`src/rtl/ser_tree_pkg.sv`:
```
package ser_tree_pkg;

    // Per-level control: when a level's lane registers load, and which half they take
    typedef struct packed {
        logic load;
        logic sel;
    } lvl_ctl_t;

    // Lanes present at tree level k (level 0 is the captured word)
    function automatic int lanes_at(input int width, input int level);
        return width >> level;
    endfunction

    // Start index of tree level k (k >= 1) inside the flattened lane vector
    function automatic int flat_base(input int width, input int level);
        return width - (width >> (level - 1));
    endfunction

endpackage

```
`src/rtl/bit_clock_divider.sv`:
```
// Chain of toggle flops: stage i flips when all faster stages are high,
// so stage i runs at the bit rate divided by 2^(i+1).
module bit_clock_divider #(
    parameter int STAGES = 4
) (
    input  logic              clk,
    input  logic              rst,
    output logic [STAGES-1:0] phase
);
    logic [STAGES-1:0] tq;

    for (genvar i = 0; i < STAGES; i++) begin : g_stage
        logic carry;
        if (i == 0) begin : g_first
            assign carry = 1'b1;
        end else begin : g_rest
            assign carry = &tq[i-1:0];
        end
        always_ff @(posedge clk) begin
            if (rst) tq[i] <= 1'b0;
            else     tq[i] <= tq[i] ^ carry;
        end
    end

    assign phase = tq;
endmodule

```
`src/rtl/level_phase_decode.sv`:
```
// Level k loads one edge after level k-1 by shifting the shared phase by k-1.
module level_phase_decode
    import ser_tree_pkg::*;
#(
    parameter int LEVELS = 4,
    parameter int LEVEL  = 1
) (
    input  logic [LEVELS-1:0] phase,
    output lvl_ctl_t          ctl
);
    localparam int SHIFT = LEVELS - LEVEL;
    localparam logic [LEVELS-1:0] MASK   = LEVELS'((1 << SHIFT) - 1);
    localparam logic [LEVELS-1:0] OFFSET = LEVELS'(LEVEL - 1);

    logic [LEVELS-1:0] rel;

    always_comb begin
        rel      = phase - OFFSET;
        ctl.load = ((rel & MASK) == '0);
        ctl.sel  = rel[SHIFT];
    end
endmodule

```
`src/rtl/mux_stage.sv`:
```
// One tree level: LANES registered 2:1 muxes, lane j picks src[j] or src[j+LANES].
module mux_stage #(
    parameter int LANES = 8
) (
    input  logic               clk,
    input  logic               rst,
    input  logic               load,
    input  logic               sel,
    input  logic [2*LANES-1:0] src,
    output logic [LANES-1:0]   q
);
    for (genvar j = 0; j < LANES; j++) begin : g_lane
        always_ff @(posedge clk) begin
            if (rst)       q[j] <= 1'b0;
            else if (load) q[j] <= sel ? src[j + LANES] : src[j];
        end
    end
endmodule

```
`src/rtl/mux_tree_serializer.sv`:
```
module mux_tree_serializer
    import ser_tree_pkg::*;
#(
    parameter int WIDTH = 16
) (
    input  logic             clk,
    input  logic             rst,
    input  logic [WIDTH-1:0] din,
    output logic             wd_strobe,
    output logic             sout
);
    localparam int LEVELS    = $clog2(WIDTH);
    localparam int TREE_BITS = WIDTH - 1;

    logic [LEVELS-1:0]    phase;
    logic [WIDTH-1:0]     word_q;
    logic [TREE_BITS-1:0] tree_q;
    logic [LEVELS:1]      lvl_load;

    bit_clock_divider #(.STAGES(LEVELS)) u_div (
        .clk   (clk),
        .rst   (rst),
        .phase (phase)
    );

    // Word rate: last phase of the period, captured on the closing edge
    assign wd_strobe = (phase == LEVELS'(WIDTH - 1));

    always_ff @(posedge clk) begin
        if (rst)            word_q <= '0;
        else if (wd_strobe) word_q <= din;
    end

    for (genvar k = 1; k <= LEVELS; k++) begin : g_level
        localparam int LANES = lanes_at(WIDTH, k);
        localparam int BASE  = flat_base(WIDTH, k);

        lvl_ctl_t             ctl;
        logic [2*LANES-1:0]   src;

        level_phase_decode #(.LEVELS(LEVELS), .LEVEL(k)) u_dec (
            .phase (phase),
            .ctl   (ctl)
        );

        if (k == 1) begin : g_src_word
            assign src = word_q;
        end else begin : g_src_tree
            assign src = tree_q[flat_base(WIDTH, k-1) +: 2*LANES];
        end

        mux_stage #(.LANES(LANES)) u_stage (
            .clk  (clk),
            .rst  (rst),
            .load (ctl.load),
            .sel  (ctl.sel),
            .src  (src),
            .q    (tree_q[BASE +: LANES])
        );

        assign lvl_load[k] = ctl.load;
    end

    assign sout = tree_q[TREE_BITS-1];
endmodule

```
`config.mk`:
```
export PLATFORM = sky130hd
export DESIGN_NAME = mux_tree_serializer
export DESIGN_NICKNAME = d
export VERILOG_FILES = /design/src/rtl/ser_tree_pkg.sv /design/src/rtl/bit_clock_divider.sv /design/src/rtl/level_phase_decode.sv /design/src/rtl/mux_stage.sv /design/src/rtl/mux_tree_serializer.sv
export SDC_FILE = /design/constraint.sdc
export NUM_CORES = 1
export LEC_CHECK = 0
export ABC_AREA = 1
export BUFFER_PORTS_ARGS = -buffer_cell sky130_fd_sc_hd__buf_2
export CORE_ASPECT_RATIO = 1.4
export CORE_MARGIN = 2
export CORE_UTILIZATION = 43
export CTS_BUF_LIST = sky130_fd_sc_hd__clkbuf_16
export CTS_CLUSTER_SIZE = 30
export DETAILED_ROUTE_END_ITERATION = 16
export SLEW_MARGIN = 15
export SYNTH_ARGS = -nofsm -noshare
export SYNTH_HDL_FRONTEND = slang
export SYNTH_HIERARCHICAL = 1
export SYNTH_SLANG_ARGS = --single-unit
```
`constraint.sdc`:
```
create_clock -name clk -period 1.4 [get_ports clk]
set_clock_uncertainty 0.05 [all_clocks]
set_input_delay 0.07 -clock clk [delete_from_list [all_inputs] [get_ports clk]]
set_output_delay 0.07 -clock clk [all_outputs]
set_load 0.05 [all_outputs]
```
Yosys cells after proc, flatten, opt, wreduce, memory -nomap -nowiden. Cells that the tools add are included.

Flip-flop bits (word level): 35. Input port bits: 18. Output and inout port bits: 2. Word-level logic and storage cells: 48.

Add/subtract/negate cells: 3. Equal/unequal tests: 1. Multiplexer cells: 15. Bitwise gates (word level): 4. Reduce and logical (&&, ||, !) cells: 5.

Operators by type and width (count): two-way mux 1 bit (15); zero test 4 bit (3); equality test 4 bit, second input constant (1); AND reduction 3 bit (1); subtractor 3 x 1 -> 3 bit, second input constant (1); XOR 1 bit (3); AND reduction 2 bit (1); subtractor 2 bit, second input constant (1); NOT 1 bit (1); subtractor 1 bit, second input constant (1).

Longest topological paths before layout. Gate-level depths: netlist (run 1).

Depth after elaboration: 2. Gate-level depth with buffers: 10. Mapped depth without buffers: 8.

Modules after synthesis. The synthesis (run 1) kept the hierarchy.

By module, submodules not included: mux_tree_serializer (instances 1, cells an instance 104, area an instance 684.4 µm²); mux_stage (g_level[1].u_stage) (instances 1, cells an instance 69, area an instance 442.9 µm²); mux_stage (g_level[2].u_stage) (instances 1, cells an instance 34, area an instance 205.2 µm²); bit_clock_divider (instances 1, cells an instance 18, area an instance 156.4 µm²); mux_stage (g_level[3].u_stage) (instances 1, cells an instance 17, area an instance 101.3 µm²); mux_stage (g_level[4].u_stage) (instances 1, cells an instance 9, area an instance 51.3 µm²); level_phase_decode (g_level[2].u_dec) (instances 1, cells an instance 7, area an instance 27.5 µm²); level_phase_decode (g_level[1].u_dec) (instances 1, cells an instance 5, area an instance 25.0 µm²); level_phase_decode (g_level[4].u_dec) (instances 1, cells an instance 3, area an instance 15.0 µm²); level_phase_decode (g_level[3].u_dec) (instances 1, cells an instance 2, area an instance 7.5 µm²).

Worst setup path after synthesis (run 1). OpenSTA, ideal clock, no wires.

Path type: register -> register. Start point: register u_div.tq[0] (netlist: u_div/g_stage[1].carry). End point: register g_level[1].u_stage.q[0]. Arrival time: 1.099 ns. Setup slack: 0.142 ns. Stages on the path, launching flop included: 11. Clock period less this slack: 1.258 ns. Cell sequence: dfxtp_1 buf_4 inv_1 nand2_1 nor2_2 buf_6 buf_12 nor2_4 nor2_2 nand2_1 inv_1.

RTL lines: from (decl) (line bit_clock_divider.sv:10) `logic [STAGES-1:0] tq;`; from (signal, indexed assignment) (line bit_clock_divider.sv:21) `else tq[i] <= tq[i] ^ carry;`; to (signal, indexed assignment) (line mux_stage.sv:15) `else if (load) q[j] <= sel ? src[j + LANES] : src[j];`; to (decl) (line mux_stage.sv:10) `output logic [LANES-1:0] q`.

Worst setup path after layout (run 1).
Start point: register u_div.tq[1] (netlist: u_div/phase[1]). End point: output wd_strobe.

Longest elaborated chain between the ends: 1.

RTL lines: equality test 4 bit (line mux_tree_serializer.sv:27) `assign wd_strobe = (phase == LEVELS'(WIDTH - 1));`; to (decl) (line mux_tree_serializer.sv:9) `output logic wd_strobe,`.

Every way passes these cells.

==> results of run 1 <==
## registers in the layout, summed over array words and instances (netlist names)
| register | flops |
|---|---|
| u_div/phase | 3 |
| u_div/g_stage.carry | 1 |
| g_level.src | 16 |
| g_level.u_stage/q | 15 |
## layout make-up
type / instances / share of cell area, %
Clock buffer: 5 / 6.26
Sequential cell: 35 / 35.3
Multi-Input combinational cell: 175 / 36.3
Tap cell: 43 / 2.69
Timing Repair Buffer: 27 / 10.2
Clock inverter: 3 / 0.626
Inverter: 46 / 8.64
## per-stage QoR
step / hold slack, ns / setup TNS [ns]
floorplan: 0.0867 / 0
global route: 0.0487 / -0.00156
global placement: 0.311 / 0
detailed placement: 0.317 / 0
CTS: 0.0293 / 0
finish: 0.0315 / 0
## power by group through the flow
stage,Clock [mW],Sequential (mW),Combinational (mW)
floorplan,0,1.10,0.252
global placement,0,1.10,0.314
detailed placement,0,1.10,0.316
CTS,1.06,1.08,0.318
global route,1.10,1.09,0.368
finish,1.03,1.08,0.312
## cell usage in the layout, fill, tap and decap left out, drive strengths merged
cell type   n
buf        26
nand2      84
ha          1
nand3      16
inv        48
conb        1
clkinv      1
dfxtp      35
nor2       71
xnor2       1
clkbuf      6
o21ai       1
## logic make-up (layout without fill, tap and decap cells)
family | after synthesis | count (layout) | share of synthesized area [%]
other | 1 | 1 | 0.218
XOR/XNOR | 1 | 1 | 0.510
adder cells (fa/ha/maj) | 1 | 1 | 0.729
AO/OA/AOI/OAI | 1 | 1 | 0.291
AND/OR/NAND/NOR | 171 | 171 | 40.5
flip-flops | 35 | 35 | 40.8
buffers and inverters | 58 | 81 | 17.0
## path summary, 6_finish.rpt
check | start | to | slack [ns] | cells past startpoint
worst max-delay path | u_div/phase[1]$_SDFF_PP0_ | wd_strobe | 0.06 | 4
worst min-delay path | din[1] | g_level[1].src[1]$_SDFFE_PP0N_ | 0.03 | 5
worst max register to register | u_div/phase[2]$_SDFF_PP0_ | g_level[2].u_stage/q[0]$_SDFFE_PP0P_ | 0.25 | 9
worst min register to register | g_level[1].src[14]$_SDFFE_PP0N_ | g_level[1].src[14]$_SDFFE_PP0N_ | 0.43 | 2
## routing by layer
metal / vias up / global-route usage, % / part of all wire (%)
met4: 0 / 10.5 / 3.0
met2: 24 / 24.7 / 48
li1: 807 / - / -
met1: 575 / 16.9 / 45
met3: 6 / 4.07 / 3.7
met5: - / 0 / 0
## cells in the mapped netlist
library cell   n  area, µm²
o21ai_1        1       5.00
nand3_2        1       10.0
nor2_1        65        244
nor2_2         4       25.0
dfxtp_1       35        701
conb_1         1       3.75
inv_2          3       11.3
buf_12         1       20.0
inv_1         43        161
xnor2_1        1       8.76
nand2_1       83        312
buf_6          5       56.3
nand3_1       15       75.1
buf_4          5       37.5
nor2_4         2       22.5
ha_1           1       12.5
buf_2          1       5.00
nand2_2        1       6.26
## repair_timing
action                                 CTS  global route
pin swaps                                0             1
endpoints found under the hold margin    0             0
gates resized for setup                  4             1
hold buffers                             0             0
setup endpoints to repair                1             1
gates cloned                             0             1
## worst max-delay path: stages, from the launching register on
cell	delay, ns
dfxtp_4	0.39
nand2_2	0.07
nor2_4	0.16
buf_12	0.16
buf_6	0.16
==> summary.md, run 1 <==
| Metric | Value |
|---|---|
| P&R area growth vs syn | 16.4% |
| DIE AREA | 4520 µm² |
| Req. time, crit path | 1.28 ns |
| Core Util, Final | 51.4% |
| Inst Count DP | 325 |
| Mapped Avg Cell Area | 6.41 µm² |
| Final Cycle Share | 95.8% |
| Maxcap violations | 0 |
| FP Rows | 27 |
| DRC viols | 0 |
| Post-Syn Instances | 268 |
| DR vias/cell | 4.23 |
| # fillers | 408 |
| Switching power summed over all nets | 595 µW |
| IO Pins | 20 |
| # port buffers | 19 |
| Top achievable clock speed | 745 MHz |
| Period minus WS final | 1.34 ns |
| Switching Share | 24.6% |
| Count of different cell masters after synthesis | 18 |
| Largest fanout on the critical path | 17 |
| Clock transition at path regs | 0.05 ns |
| Vias in the first global route | 1254 |
| Pre-antenna DRT Iters | 4 |
| P_leak | 1.06 nW |
| Nets | 309 |
| GPL Wtd Cong | 0.698 |
| Clock share of power | 42.3% |
| Multi-input combinational cell area | 724 µm² |
| Crit Path Category | flip-flop to output pin |
| Initial antenna violation count | 0 |
| Final setup margin | 0.0583 ns |
| CTS Buf Count | 5 |
| Largest net degree at the start of global routing | 34 |
| Die width | 57.4 µm |
| Post-Route WL | 2920 µm |
| Share of power burned in registers | 44.8% |
| Logic pwr share | 12.9% |
| Sequential share of the synthesized area | 40.8% |
| Post-layout instance area | 2000 µm² |
| Dpl cell area | 1820 µm² |
| Worst vdd ir | 0.000897 V |
| Via count | 1412 |
| Yosys reg bits | 35 |
| First-pass GRT wire length | 5270 µm |
| Grt total ovfl | 0 |
| Final setup viols | 0 |
| Post-CTS Setup Bufs | 0 |
| Clock Path Buffers | 2 |
| Chip Height | 78.8 µm |
| Mapped Nets | 287 |
| Initial cell density of the core | 44.2% |
| Min-Delay Path Class | primary input to flip-flop |
| Worst Setup Start Kind | flip-flop |
| Insertion delay to the later sink of the worst-skew pair | 0.28 ns |
| Synthesized cell area | 1720 µm² |
| HPWL Detailed | 1980 µm |
| Final number of hold-violating endpoints | 0 |
| Core ar. | 3880 µm² |
| Pwr/cell area | 1210 nW/µm² |
| Status | completed |
| CTS tree | yes |
| Critical path capture point type | output pin |
| Pint | 1.83 mW |
| Total chip power | 2.42 mW |
| H-tree depth | 2 |
| Root buffer cell | clkbuf_16 |
| Post-DR wirelength/cell | 8.75 µm |
| Critical Path AT | 1.22 ns |
| Layout cells sized above 1 | 15.8% |
| Number of diodes | 0 |
| Final Non-Filler Cells | 334 |
| Pins over their slew limit | 0 |
| Slew @ Worst Pin | 0.500 ns |
| Slew Limit Headroom | 66.7% |
| Pre-CTS setup slack | 0.119 ns |
| Reg area | 706 µm² |
| Clock sink count | 35 |
| DR iter-0 viols | 22 |
| Total track usage | 15.2% |
| Yosys warns | 6 |
| Antenna Nets Post-Route | 0 |
No activity file was read; power rests on OpenSTA's default activity.
==> inputs of run 2 (changes only) <==
- clock period: 1.4 -> 1.6 ns (I/O delays scaled with it)
==> run 2 against run 1 <==
Against the previous run: core utilization is 0.68 points lower; non-clock buffer count stayed put; worst hold slack better by 0.016 ns; clock power is 14% lower; routed wire length is 1.7% lower; total power is 14% lower; sequential share of layout area is 0.22 points higher; register-to-register slack hardly changed; first-iteration DRC count is 55% higher; setup slack better by 0.15 ns; sequential cell count stayed put; final cell count stayed put; critical endpoint unchanged; highest routed layer unchanged.
==> summary.md, run 2 (synthesis gave the netlist of run 1 again) <==
| Metric | Value |
|---|---|
| Maxcap violations | 0 (unchanged) |
| Critical path capture point type | output pin |
| Final setup viols | 0 (unchanged) |
| Worst r2r path cells | 7 (-2) |
| Clock transition at path regs | 0.05 ns (about the same) |
| Total track usage | 15.2% (+0.057 points) |
| Total chip power | 2.09 mW (-14%) |
| CP max-delay cell | dfxtp_1 |
| GPL Wtd Cong | 0.678 (-2.9%) |
| Sum Neg Setup Slack | 0 ns (unchanged) |
| Crit Path Category | flip-flop to output pin |
| Hold buffers post-CTS | 0 (unchanged) |
| Via count | 1415 (+0.21%) |
| CTS Buf Count | 5 (unchanged) |
| H-tree depth | 2 (unchanged) |
| Final number of hold-violating endpoints | 0 (unchanged) |
| Antenna Nets Post-Route | 0 (unchanged) |
| Status | completed |
| Max reg flops | 16 (unchanged) |
| Pwr/cell area | 1060 nW/µm² (-13%) |
| Initial cell density of the core | 44.2% (unchanged) |
| Largest fanout on the critical path | 6 (-11) |
| First-pass GRT wire length | 5340 µm (+1.3%) |
| Crit path cell chain | nand2_1, nor2_4, buf_4 |
| P_leak | 1.05 nW (-0.75%) |
| P&R area growth vs syn | 14.9% |
| Crit path largest cell delay | 0.45 ns (+0.06 ns) |
| Period minus WS final | 1.39 ns |
| Post-Route WL | 2870 µm (-1.7%) |
| DR vias/cell | 4.24 (+0.21%) |
| Clock sink count | 35 (unchanged) |
| Pins over their slew limit | 0 (unchanged) |
| Critical Path AT | 1.26 ns (+0.04 ns) |
| Vias in the first global route | 1298 (+3.5%) |
| Min-delay src | din[14] |
| Pre-CTS setup slack | 0.204 ns (+0.0852 ns) |
| Root buffer cell | clkbuf_16 |
| DIE AREA | 4520 µm² (unchanged) |
| Insertion delay to the later sink of the worst-skew pair | 0.27 ns (about the same) |
| Reg2reg end | g_level[1].src[10]$_SDFFE_PP0N_ |
| DRC viols | 0 (unchanged) |
| Grt total ovfl | 0 (unchanged) |
| DR iter-0 viols | 34 (+55%) |
| Worst Setup Start Kind | flip-flop |
| CTS tree | yes |
| Final Cycle Share | 87.2% |
| Initial antenna violation count | 0 (unchanged) |
| Final setup margin | 0.205 ns (+0.147 ns) |
| Reg2Reg Setup Slack | 0.24 ns (about the same) |
| Core ar. | 3880 µm² (unchanged) |
| Most common cell after layout, fill and taps aside | nand2_1 |
| Chip Height | 78.8 µm (unchanged) |
| Largest net degree at the start of global routing | 20 (-41%) |
| HPWL Detailed | 2050 µm (+3.5%) |
| Hold path endpoint | g_level[1].src[14]$_SDFFE_PP0N_ |
| Layout cells sized above 1 | 15.1% (-0.69 points) |
| Clock Path Buffers | 2 (unchanged) |
| IO Pins | 20 (unchanged) |
| Top achievable clock speed | 717 MHz |
| # port buffers | 19 (unchanged) |
| Worst vdd ir | 0.000782 V (-13%) |
| Nets | 309 (unchanged) |
| Die width | 57.4 µm (unchanged) |
| Most frequent cells in the layout | nand2_1 (83), nor2_1 (65), inv_1 (45), dfxtp_1 (35), buf_2 (18) |
| Min-Delay Path Class | primary input to flip-flop |
| Req. time, crit path | 1.47 ns (+0.19 ns) |
| Number of diodes | 0 (unchanged) |
| Worst r2r src | u_div/phase[2]$_SDFF_PP0_ |
| Pre-antenna DRT Iters | 4 (unchanged) |
| FP Rows | 27 (unchanged) |
| Post-DR wirelength/cell | 8.60 µm (-1.7%) |
| RSZ-0062 raised after global routing | no |
| Worst hold path depth | 5 (unchanged) |
[run 2: through the flow]
| step | utilization [%] | instances | hold WS [ns] | instance area [µm²] |
|---|---|---|---|---|
| CTS | 50.8 | 334 | 0.0452 | 1970 |
| global placement | 46.8 | 324 | 0.319 | 1820 |
| global route | 50.8 | 334 | 0.0585 | 1970 |
| detailed placement | 46.8 | 324 | 0.329 | 1820 |
| finish | 50.8 | 334 | 0.0474 | 1970 |
| floorplan | - | 268 | 0.0967 | 1720 |
[run 2: power breakdown]
group	leakage (nW)	internal (mW)	total, mW	switching [mW]
clock network	0.0762	0.561	0.889	0.329
logic	0.691	0.104	0.249	0.146
registers	0.285	0.917	0.951	0.0340
total	1.05	1.58	2.09	0.508
[run 2: worst max path at each step]
stage                                                 to  slack, ns  cells past startpoint                         startpoint
finish                                         wd_strobe       0.21                      3          u_div/phase[2]$_SDFF_PP0_
global route              g_level[1].src[8]$_SDFFE_PP0N_       0.11                      7          u_div/phase[2]$_SDFF_PP0_
CTS                                            wd_strobe       0.18                      3          u_div/phase[2]$_SDFF_PP0_
detailed placement        g_level[1].src[1]$_SDFFE_PP0N_       0.20                      6  u_div/g_stage[1].carry$_SDFF_PP0_
global placement         g_level[1].src[10]$_SDFFE_PP0N_       0.21                      6  u_div/g_stage[1].carry$_SDFF_PP0_
floorplan           g_level[1].u_stage/q[0]$_SDFFE_PP0P_       0.34                     10  u_div/g_stage[1].carry$_SDFF_PP0_
[run 2: area by class of cell]
cell class              count  area (µm²)
clock buffers               5         125
clock inverters             3        12.5
fillers                   409        1910
inverters                  46         173
multi-input cells         175         724
flip-flops and latches     35         701
well taps                  43        53.8
repair buffers             27         183
[run 2: per-layer routing]
metal	vias up	share of wire, %	track usage (%)
met5	-	0	0
met4	0	2.5	7.67
met3	4	3.7	4.40
met2	21	47	25.6
met1	581	47	17.2
li1	809	-	-
[run 2: worst max-delay path: cells and delay by family, from the launching register on]
family / cells / cell delay (ns)
buffers and inverters: 1 / 0.22
DFF: 1 / 0.45
and+or+nand+nor: 2 / 0.31
[run 2: repair_timing]
action	CTS	global route
gates resized for setup	1	0
buffers inserted	2	0
setup endpoints to repair	1	0
==> inputs of run 3 (changes only) <==
- SYNTH_HIERARCHICAL: 1 -> default
==> run 3 against run 2 <==
Against the previous run: final cell count shrank 2.4%; core utilization grew 6.2 points; synthesized cell count shrank 9.0%; highest routed layer unchanged; design area grew 4.3%; first-iteration DRC count is the same; via count grew 1.9%; register-to-register slack lost 0.05 ns; largest cell class is now registers.
==> summary.md, run 3 <==
| Metric | Value |
|---|---|
| Status | completed |
| Worst r2r src | u_div.g_stage[1].carry$_SDFF_PP0_ |
| Max reg flops | 16 (unchanged) |
| Reg2reg end | g_level[2].u_stage.q[0]$_SDFFE_PP0N_ |
| Post-Syn Instances | 244 (-9.0%) |
| Largest fanout on the critical path | 10 (+4) |
| Min-Delay Path Class | primary input to flip-flop |
| RSZ-0062 raised after global routing | no |
| Inst Count DP | 302 (-6.8%) |
| Clock Path Buffers | 2 (unchanged) |
| Grt total ovfl | 0 (unchanged) |
| Nets | 306 (-0.97%) |
| Worst Setup Start Kind | flip-flop |
| Logic pwr share | 11.1% (-0.8 points) |
| Top post-synthesis cells by count | nand2_1 (79), nor2_1 (54), inv_1 (39) |
| Antenna Nets Post-Route | 0 (unchanged) |
| Via count | 1442 (+1.9%) |
| Post-CTS Setup Bufs | 0 (-2) |
| P_leak | 1.11 nW (+5.3%) |
| Die width | 55.6 µm (-3.2%) |
| Layout cells sized above 1 | 12.7% (-2.4 points) |
| Worst r2r path cells | 8 (+1) |
| Clock share of power | 47.5% (+4.9 points) |
| Total chip power | 2.27 mW (+8.4%) |
| # port buffers | 19 (unchanged) |
| Min-delay src | rst |
| Pre-antenna DRT Iters | 4 (unchanged) |
| Crit path cell chain | buf_4, inv_2, nor2_1, buf_2 |
| Sequential share of the synthesized area | 43.8% (+3.0 points) |
| Critical path capture point type | output pin |
| Final Cycle Share | 90.7% (+3.5 points) |
| Final number of hold-violating endpoints | 0 (unchanged) |
| Delay-heaviest family, CP | buffers and inverters |
| CP max-delay cell | dfxtp_1 |
| IO Pins | 20 (unchanged) |
| H-tree depth | 2 (unchanged) |
| Crit path largest cell delay | 0.37 ns (-0.08 ns) |
| Switching Share | 22.4% (-1.9 points) |
| GPL Wtd Cong | 0.711 (+4.9%) |
| EDFF count, synth | 0 (unchanged) |
| Synth area leader | dfxtp_1 |
| Worst vdd ir | 0.000877 V (+12%) |
| Core ar. | 3610 µm² (-7.1%) |
| Post-Route WL | 3100 µm (+7.9%) |
| Sum Neg Setup Slack | 0 ns (unchanged) |
| Root buffer cell | clkbuf_16 |
| Pint | 1.76 mW (+11%) |
| DR iter-0 viols | 34 (unchanged) |
| Clock sink count | 35 (unchanged) |
| Post-layout instance area | 2060 µm² (+4.3%) |
| DR vias/cell | 4.42 (+4.4%) |
| Req. time, crit path | 1.47 ns (about the same) |
| Pins over their slew limit | 0 (unchanged) |
| FP Rows | 26 (-3.7%) |
| Yosys reg bits | 35 (unchanged) |
| Initial antenna violation count | 0 (unchanged) |
| Vias in the first global route | 1356 (+4.5%) |
| Insertion delay to the later sink of the worst-skew pair | 0.28 ns (about the same) |
| Most numerous cell in the Yosys netlist | nand2_1 |
| CTS Buf Count | 5 (unchanged) |
| Most common cell after layout, fill and taps aside | nand2_1 |
| Clock transition at path regs | 0.05 ns (about the same) |
| Worst hold path depth | 3 (-2) |
| Top achievable clock speed | 689 MHz (-3.9%) |
| Reg2Reg Setup Slack | 0.19 ns (-0.05 ns) |
| Mapped Avg Cell Area | 6.56 µm² (+2.4%) |
| Crit Path Category | flip-flop to output pin |
| Hold path endpoint | u_div.phase[1]$_SDFF_PP0_ |
| Total track usage | 17.4% (+2.1 points) |
| Core Util, Final | 56.9% (+6.2 points) |
| Chip Height | 76.2 µm (-3.3%) |
| CTS tree | yes |
| Yosys warns | 0 (-6) |
| HPWL Detailed | 2060 µm (+0.76%) |
| Final Non-Filler Cells | 326 (-2.4%) |
| Initial cell density of the core | 44.3% (+0.13 points) |
| Ys async rst share | 0% (unchanged) |
| Synth top area share | 43.8% (+3.0 points) |
| # fillers | 370 (-9.5%) |
| Share of power burned in registers | 41.4% (-4.1 points) |
| Count of different cell masters after synthesis | 13 (-5) |
| Main synth FF type | dfxtp_1 |
| Mapped Nets | 267 (-7.0%) |
| Post-DR wirelength/cell | 9.50 µm (+11%) |
| Dpl cell area | 1730 µm² (-4.9%) |
| Synthesized cell area | 1600 µm² (-6.8%) |
| DIE AREA | 4230 µm² (-6.4%) |
| Switching power summed over all nets | 508 µW (about the same) |
| Most frequent cells in the layout | nand2_1 (79), nor2_1 (54), inv_1 (39), dfxtp_1 (34), buf_2 (19) |
| Final setup viols | 0 (unchanged) |
| Largest net degree at the start of global routing | 34 (+70%) |
| Pwr/cell area | 1100 nW/µm² (+4.0%) |
| Period minus WS final | 1.45 ns (+0.0564 ns) |
| Maxcap violations | 0 (unchanged) |
| Slew @ Worst Pin | 0.347 ns |
| Buf/Inv on CP | 3 (+2) |
| First-pass GRT wire length | 5740 µm (+7.5%) |
| Critical Path AT | 1.32 ns (+0.06 ns) |
| Slew Limit Headroom | 76.9% |
| DRC viols | 0 (unchanged) |
| Number of diodes | 0 (unchanged) |
| P&R area growth vs syn | 28.5% |
| Ranking of synthesized cells by area | dfxtp_1 (44%), nand2_1 (19%), nor2_1 (13%) |
-- run 3: through the flow --
step	hold slack (ns)	setup WS, ns
finish	0.137	0.149
global route	0.165	0.0255
CTS	0.133	0.0858
detailed placement	0.256	0.0992
global placement	0.252	0.104
floorplan	0.131	0.114
-- run 3: how the worst max path moves through the flow --
stage	from	endpoint	slack, ns	depth (start not counted)
finish	u_div.phase[3]$_SDFF_PP0_	wd_strobe	0.15	4
floorplan	u_div.g_stage[1].carry$_SDFF_PP0_	g_level[1].u_stage.q[5]$_SDFFE_PP0N_	0.11	9
global route	u_div.g_stage[1].carry$_SDFF_PP0_	g_level[2].u_stage.q[2]$_SDFFE_PP0N_	0.03	8
detailed placement	u_div.g_stage[1].carry$_SDFF_PP0_	g_level[1].u_stage.q[1]$_SDFFE_PP0N_	0.1	7
CTS	u_div.phase[1]$_SDFF_PP0_	g_level[1].u_stage.q[1]$_SDFFE_PP0N_	0.09	7
global placement	u_div.phase[1]$_SDFF_PP0_	g_level[1].u_stage.q[6]$_SDFFE_PP0N_	0.10	6
-- run 3: kinds of logic after synthesis --
family	after synthesis	share of synthesized area [%]
compound gates	5	1.56
flops	35	43.8
simple gates	150	37.3
buf+inv	49	13.4
fa+ha+maj	5	3.91
-- run 3: final cells by class --
cell class	instances	area, µm²	share of cell area (%)
clock inverters	3	38.8	1.89
inverters	40	150	7.30
multi-input cells	160	687	33.4
clock buffers	5	125	6.09
well taps	42	52.6	2.56
repair buffers	41	300	14.6
flip-flops and latches	35	702	34.1
-- run 3: timing repair --
item                                   in CTS  in global routing
endpoints found under the hold margin      16                  0
hold buffers                               16                  0
gates resized for setup                     0                  2
setup endpoints to repair                   0                 12
-- run 3: routing by layer --
layer | up-vias | global-route usage (%) | part of all wire (%)
met3 | 6 | 5.09 | 2.8
met1 | 624 | 19.5 | 45
met4 | 0 | 9.51 | 2.6
met5 | - | 0 | 0
li1 | 792 | - | -
met2 | 20 | 29.0 | 50
-- run 3: power by group through the flow --
stage	Sequential, mW	Clock (mW)	Combinational (mW)
floorplan	0.958	0	0.155
global placement	0.956	0	0.219
detailed placement	0.956	0	0.220
CTS	0.938	1.10	0.251
global route	0.943	1.16	0.295
finish	0.938	1.08	0.252
-- run 3: tightest hold or removal path: stages --
cell and delay (ns):
buf_2 0.08, buf_4 0.19, nor2_1 0.06
